`config.mk`:
```
export PLATFORM = sky130hd
export DESIGN_NAME = dbr_fetch_seq
export DESIGN_NICKNAME = d
export VERILOG_FILES = /design/src/rtl/dbr_pkg.sv /design/src/rtl/dbr_redirect.sv /design/src/rtl/dbr_pc_stage.sv /design/src/rtl/dbr_slot_stage.sv /design/src/rtl/dbr_fetch_seq.sv
export SDC_FILE = /design/constraint.sdc
export NUM_CORES = 1
export LEC_CHECK = 0
export BUFFER_PORTS_ARGS = -buffer_cell sky130_fd_sc_hd__buf_2
export CAP_MARGIN = 15
export CORE_MARGIN = 2
export CORE_UTILIZATION = 51
export DETAILED_ROUTE_END_ITERATION = 8
export PLACE_DENSITY_LB_ADDON = 0.3
export SYNTH_ARGS = -nofsm -noshare
export SYNTH_HDL_FRONTEND = slang
export SYNTH_SLANG_ARGS = --single-unit
export TNS_END_PERCENT = 50
```
`constraint.sdc`:
```
create_clock -name clk -period 2.39 [get_ports clk]
set_clock_uncertainty 0.15 [all_clocks]
set_input_delay 0.1195 -clock clk [delete_from_list [all_inputs] [get_ports clk]]
set_output_delay 0.1195 -clock clk [all_outputs]
set_load 0.01 [all_outputs]
```
`src/rtl/dbr_pkg.sv`:
```
package dbr_pkg;

  // Action chosen for the word in the decode slot
  typedef enum logic [1:0] {
    ACT_SEQ       = 2'd0,  // sequential, no redirect
    ACT_DLY_TAKEN = 2'd1,  // delayed branch, taken
    ACT_DLY_FALL  = 2'd2,  // delayed branch, not taken
    ACT_FLUSH     = 2'd3   // non-delayed taken: annul fetched word
  } dbr_act_e;

endpackage

```
`src/rtl/dbr_redirect.sv`:
```
module dbr_redirect
  import dbr_pkg::*;
(
  input  logic     slot_valid,
  input  logic     slot_in_delay,
  input  logic     br_valid,
  input  logic     br_delayed,
  input  logic     br_taken,
  output dbr_act_e act,
  output logic     illegal
);

  logic is_branch;

  assign is_branch = slot_valid & br_valid;

  always_comb begin
    act     = ACT_SEQ;
    illegal = 1'b0;
    if (is_branch && slot_in_delay) begin
      illegal = 1'b1;          // treated as a no-op
    end else if (is_branch) begin
      if (br_delayed) begin
        act = br_taken ? ACT_DLY_TAKEN : ACT_DLY_FALL;
      end else if (br_taken) begin
        act = ACT_FLUSH;
      end
    end
  end

endmodule

```
`src/rtl/dbr_pc_stage.sv`:
```
module dbr_pc_stage
  import dbr_pkg::*;
#(
  parameter int              ADDR_W     = 32,
  parameter int              INSN_BYTES = 2,
  parameter logic [ADDR_W-1:0] RESET_VEC = '0
) (
  input  logic              clk,
  input  logic              rst_n,
  input  logic              adv,
  input  dbr_act_e          act,
  input  logic [ADDR_W-1:0] target,
  output logic [ADDR_W-1:0] pc_q
);

  localparam logic [ADDR_W-1:0] STEP_V     = ADDR_W'(INSN_BYTES);
  localparam logic [ADDR_W-1:0] ALIGN_MASK = ADDR_W'(INSN_BYTES - 1);

  logic [ADDR_W-1:0] tgt_al;
  logic [ADDR_W-1:0] pc_d;

  assign tgt_al = target & ~ALIGN_MASK;

  always_comb begin
    unique case (act)
      ACT_DLY_TAKEN, ACT_FLUSH: pc_d = tgt_al;
      default:                  pc_d = pc_q + STEP_V;
    endcase
  end

  always_ff @(posedge clk or negedge rst_n) begin
    if (!rst_n) begin
      pc_q <= RESET_VEC;
    end else if (adv) begin
      pc_q <= pc_d;
    end
  end


  pc_hold_chk: assert property (@(posedge clk) disable iff (!rst_n)
    !adv |=> $stable(pc_q));


  pc_align_chk: assert property (@(posedge clk) disable iff (!rst_n)
    (pc_q & ALIGN_MASK) == '0);


  dly_redirect_chk: assert property (@(posedge clk) disable iff (!rst_n)
    adv && act == ACT_DLY_TAKEN |=> pc_q == ($past(target) & ~ALIGN_MASK));

endmodule

```
`src/rtl/dbr_slot_stage.sv`:
```
module dbr_slot_stage
  import dbr_pkg::*;
#(
  parameter int ADDR_W     = 32,
  parameter int CNT_W      = 16,
  parameter int INSN_BYTES = 2
) (
  input  logic              clk,
  input  logic              rst_n,
  input  logic              adv,
  input  dbr_act_e          act,
  input  logic [ADDR_W-1:0] fetch_pc,
  output logic              slot_valid,
  output logic [ADDR_W-1:0] slot_addr,
  output logic              slot_in_delay,
  output logic [CNT_W-1:0]  retire_cnt
);

  localparam logic [ADDR_W-1:0] STEP_V = ADDR_W'(INSN_BYTES);

  logic              valid_d;
  logic [ADDR_W-1:0] addr_d;
  logic              dly_d;
  logic [CNT_W-1:0]  cnt_d;

  always_comb begin
    valid_d = (act != ACT_FLUSH);
    addr_d  = fetch_pc;
    dly_d   = (act == ACT_DLY_TAKEN) || (act == ACT_DLY_FALL);
    cnt_d   = retire_cnt + {{(CNT_W-1){1'b0}}, slot_valid};
  end

  always_ff @(posedge clk or negedge rst_n) begin
    if (!rst_n) begin
      slot_valid    <= 1'b0;
      slot_addr     <= '0;
      slot_in_delay <= 1'b0;
      retire_cnt    <= '0;
    end else if (adv) begin
      slot_valid    <= valid_d;
      slot_addr     <= addr_d;
      slot_in_delay <= dly_d;
      retire_cnt    <= cnt_d;
    end
  end


  flush_annul_chk: assert property (@(posedge clk) disable iff (!rst_n)
    adv && act == ACT_FLUSH |=> !slot_valid);


  dslot_live_chk: assert property (@(posedge clk) disable iff (!rst_n)
    adv && (act == ACT_DLY_TAKEN || act == ACT_DLY_FALL) |=> slot_valid && slot_in_delay);


  seq_addr_chk: assert property (@(posedge clk) disable iff (!rst_n)
    adv && act == ACT_SEQ && slot_valid && !slot_in_delay
      |=> slot_valid && slot_addr == $past(slot_addr) + STEP_V);


  slot_hold_chk: assert property (@(posedge clk) disable iff (!rst_n)
    !adv |=> $stable(retire_cnt) && $stable(slot_addr) && $stable(slot_valid));

endmodule

```
`src/rtl/dbr_fetch_seq.sv`:
```
module dbr_fetch_seq
  import dbr_pkg::*;
#(
  parameter int                ADDR_W     = 32,
  parameter int                CNT_W      = 16,
  parameter int                INSN_BYTES = 2,
  parameter logic [ADDR_W-1:0] RESET_VEC  = 32'h0000_0100
) (
  input  logic              clk,
  input  logic              rst_n,
  input  logic              stall,
  input  logic              br_valid,
  input  logic              br_delayed,
  input  logic              br_taken,
  input  logic [ADDR_W-1:0] br_target,
  output logic [ADDR_W-1:0] fetch_addr,
  output logic              slot_valid,
  output logic [ADDR_W-1:0] slot_addr,
  output logic              slot_err,
  output logic [CNT_W-1:0]  retire_cnt
);

  localparam logic [ADDR_W-1:0] STEP_V = ADDR_W'(INSN_BYTES);

  dbr_act_e act;
  logic     adv;
  logic     slot_in_delay;

  assign adv = ~stall;

  dbr_redirect i_redirect (
    .slot_valid    (slot_valid),
    .slot_in_delay (slot_in_delay),
    .br_valid      (br_valid),
    .br_delayed    (br_delayed),
    .br_taken      (br_taken),
    .act           (act),
    .illegal       (slot_err)
  );

  dbr_pc_stage #(
    .ADDR_W     (ADDR_W),
    .INSN_BYTES (INSN_BYTES),
    .RESET_VEC  (RESET_VEC)
  ) i_pc (
    .clk    (clk),
    .rst_n  (rst_n),
    .adv    (adv),
    .act    (act),
    .target (br_target),
    .pc_q   (fetch_addr)
  );

  dbr_slot_stage #(
    .ADDR_W     (ADDR_W),
    .CNT_W      (CNT_W),
    .INSN_BYTES (INSN_BYTES)
  ) i_slot (
    .clk           (clk),
    .rst_n         (rst_n),
    .adv           (adv),
    .act           (act),
    .fetch_pc      (fetch_addr),
    .slot_valid    (slot_valid),
    .slot_addr     (slot_addr),
    .slot_in_delay (slot_in_delay),
    .retire_cnt    (retire_cnt)
  );


  illegal_nop_chk: assert property (@(posedge clk) disable iff (!rst_n)
    adv && slot_err |=> fetch_addr == $past(fetch_addr) + STEP_V && slot_valid);


  nd_fall_chk: assert property (@(posedge clk) disable iff (!rst_n)
    adv && slot_valid && !slot_in_delay && br_valid && !br_delayed && !br_taken
      |=> slot_valid && slot_addr == $past(slot_addr) + STEP_V);


  bubble_ignore_chk: assert property (@(posedge clk) disable iff (!rst_n)
    adv && !slot_valid |=> fetch_addr == $past(fetch_addr) + STEP_V);

endmodule

```
==> metrics.txt <==
commonest non-fill, non-tap cell in the layout=buf_2; Tcrit/Tclk final=89.29%; CP max stage delay=0.57 ns; P&R area growth vs syn=30.85%; area leader, netlist=dfrtp_1; Worst Setup End Kind=register; WS Path Type=reg -> reg; number of buffers created by CTS=9; Synth Register Bits=80; post-synthesis mux area share=8.572%; CP arrival=2.27 ns; Min-Delay Path Class=in -> reg; # IOs=120; Setup Viol. Count Final=0; Clock Pin Slew Worst Setup and Hold Paths=0.08 ns; first-pass GRT wire length=16240 um; Max Cap Violations=0; crit-path max FO=7; Total GRT Usage=23.97%; Final Hold Viols=0; Placer Congestion=0.8332; setup TNS=0 ns; Max Clk Rate=468.6 MHz; Mean Syn Cell Area=10.22 sq um; CP required=2.52 ns; initial core utilization=53.28%; WL final=10010 um; CTS H-tree lvls=3; synth unique cells=43; Iteration-0 DRC Markers=286; FP Rows=31; worst slew pin tran=0.8628 ns; clk root buf=clkbuf_8; vias in the first global route=3327; TritonCTS clock tree=built; complex-gate fraction of the synthesized area=15.23%; commonest non-fill, non-tap cells in the layout=115 x buf_2, 79 x dfrtp_1, 32 x a21oi_1; DRC Markers=0; Critical Path Slowest Stage Cell=nor4_4; Routed Antenna Nets=0; Netlist Area Pre-Place=3926 sq um; layout net count=569; CP Cell Sequence=nand3_1, nor4_4, nand4_1, a21oi_1, a2bb2oi_1; layout cells sized above 1=33.83%; peak supply drop=0.0004649 V; fin crit period=2.134 ns; simple-gate share of the synthesized area=17.27%; Lkg Pwr=0.002305 uW; Post-Synth XOR/XNOR Area=3.346%; Finished Layout Cells=631; Vias/cell=5.716; Post-Synth Adder-Cell Area=1.275%; clk sink count=80; Core ar.=7370 sq um; Detailed Routing Iterations Pass 1=5; die height=91.74 um; Post-Syn Instances=384; WL/cell=15.87 um; final slew viol count=0; ANT cells=0; status=complete, no violations; ys flop type=dfrtp_1; unrepaired setup endpoints after global routing=no; number of flops mapped to enable cells by yosys=0; total number of vias=3607; Rel. slew slack=42.48%; top post-synthesis cells by area=dfrtp_1 50%, mux2_2 8.3%, a21oi_1 4.1%; Final Total Pwr=5122 uW; Die Span X=91.74 um; largest net degree at the start of global routing=69; clk_lat worst skew=0.36 ns; Buf+Inv Stages, Crit Path=0; slack of the critical path=0.2560 ns; asr flop ratio synth=100.0%; Syn. warnings=0; number of port buffers=116; startpoint class of the critical path=register; initial antenna violation count=0; Pwr Density=997.0 nW/um^2; Yosys top cell area share=50.35%; Cell Count Post-Placement=587; crit-path leading delay family=simple AND/OR/NAND/NOR gates; total gr overflow=0; post-synthesis sequential area ratio=51.02%; Post-Place Worst Slack=0.1749 ns; die area=8416 sq um; Post-DP HPWL=6705 um; CTS Buffer Depth=2; largest family of logic cells by synthesized area=simple AND/OR/NAND/NOR gates
[repair_timing]
item	4_1_cts	5_1_grt
setup buffers	0	2
hold buffers	26	0
endpoints found under the hold margin	90	0
setup endpoints to repair	0	1
gates resized for setup	0	0
[synth_stat cells (2+ instances only)]
master	instances
inv_1	7
nor4_1	2
nor3_1	10
nand3_1	25
buf_4	2
xor2_1	5
mux2_2	29
xnor2_1	10
nand2_1	29
a22oi_1	2
nand3_4	2
clkbuf_1	15
dfrtp_1	79
a21oi_1	32
nor2_1	31
nand4_1	14
buf_1	5
or3_1	2
o22ai_1	13
a2bb2oi_1	12
o21a_1	2
nor4_4	2
a31oi_1	3
ha_1	4
and3_1	4
o22a_1	6
o21ai_0	19
nand4b_1	2
a41oi_1	2
[cells by family after synthesis]
| logic type | count (synthesis) |
|---|---|
| and+or+nand+nor | 128 |
| AOI/OAI and AO/OA | 95 |
| DFF | 80 |
| buffers and inverters | 31 |
| muxes | 30 |
| xor gates and xnor gates | 15 |
| adders and majority gates | 4 |
| other | 1 |
[worst register-to-register path: stages, from the launching register on]
cell	delay, ns
dfrtp_1	0.47
nand3_1	0.30
nor4_4	0.57
nand4_1	0.21
a21oi_1	0.20
a2bb2oi_1	0.16
[routing by layer]
layer | vias up | share of wire [%] | global-route usage, % | routed length (um)
li1 | 1689 | - | - | -
met1 | 1747 | 44 | 33.41 | 4386
met2 | 153 | 48 | 38.60 | 4817
met3 | 18 | 6.0 | 3.451 | 596
met4 | 0 | 2.1 | 8.333 | 213
met5 | - | 0 | 0 | 0
[final timing paths]
check / slack [ns] / endpoint / depth (start not counted) / startpoint
hold / removal: 0.02 / i_pc.pc_q[11]$_DFFE_PN0N_ / 4 / br_target[11]
setup / recovery: 0.26 / i_pc.pc_q[28]$_DFFE_PN0N_ / 5 / i_pc.pc_q[3]$_DFFE_PN0N_
hold reg to reg: 0.34 / i_slot.retire_cnt[15]$_DFFE_PN0N_ / 1 / i_slot.retire_cnt[15]$_DFFE_PN0N_
setup reg to reg: 0.26 / i_pc.pc_q[28]$_DFFE_PN0N_ / 5 / i_pc.pc_q[3]$_DFFE_PN0N_
max in group asynchronous: 1.15 / i_slot.slot_addr[20]$_DFFE_PN0N_ / 3 / rst_n
min in group asynchronous: 0.24 / i_slot.slot_addr[3]$_DFFE_PN0N_ / 2 / rst_n
[power breakdown]
part           internal, uW  switching, uW  leakage (uW)
sequential             1800            490      0.000933
clock                   588            523      0.000101
combinational           816            900       0.00127
[metrics by stage]
| stage | area (sq um) | util (%) | hold WS [ns] |
|---|---|---|---|
| final | 5137 | 69.71 | 0.01991 |
| after global routing | 5137 | 69.71 | 0.02673 |
| after CTS | 5122 | 69.51 | 0.01188 |
| after detailed placement | 4642 | 62.99 | 0.1401 |
| after global placement | 4642 | 62.99 | 0.1284 |
| after floorplan | 3930 | - | -0.3261 |
[layout make-up]
class                      instances  area, sq um
fill                             547         2232
sequential                        80         2003
multi-input combinational        274         1802
timing repair buffer             154        958.4
clock buffer                       9        123.9
tap                               99        123.9
clock inverter                     7        96.34
inverter                           8        30.03
[flip-flops by register name, summed over array words and instances, names as in the netlist]
register              cells
i_slot.slot_valid         1
i_slot.retire_cnt        16
i_slot.slot_addr         31
i_pc.pc_q                31
i_slot.slot_in_delay      1
No activity file was read; power rests on OpenSTA's default activity.
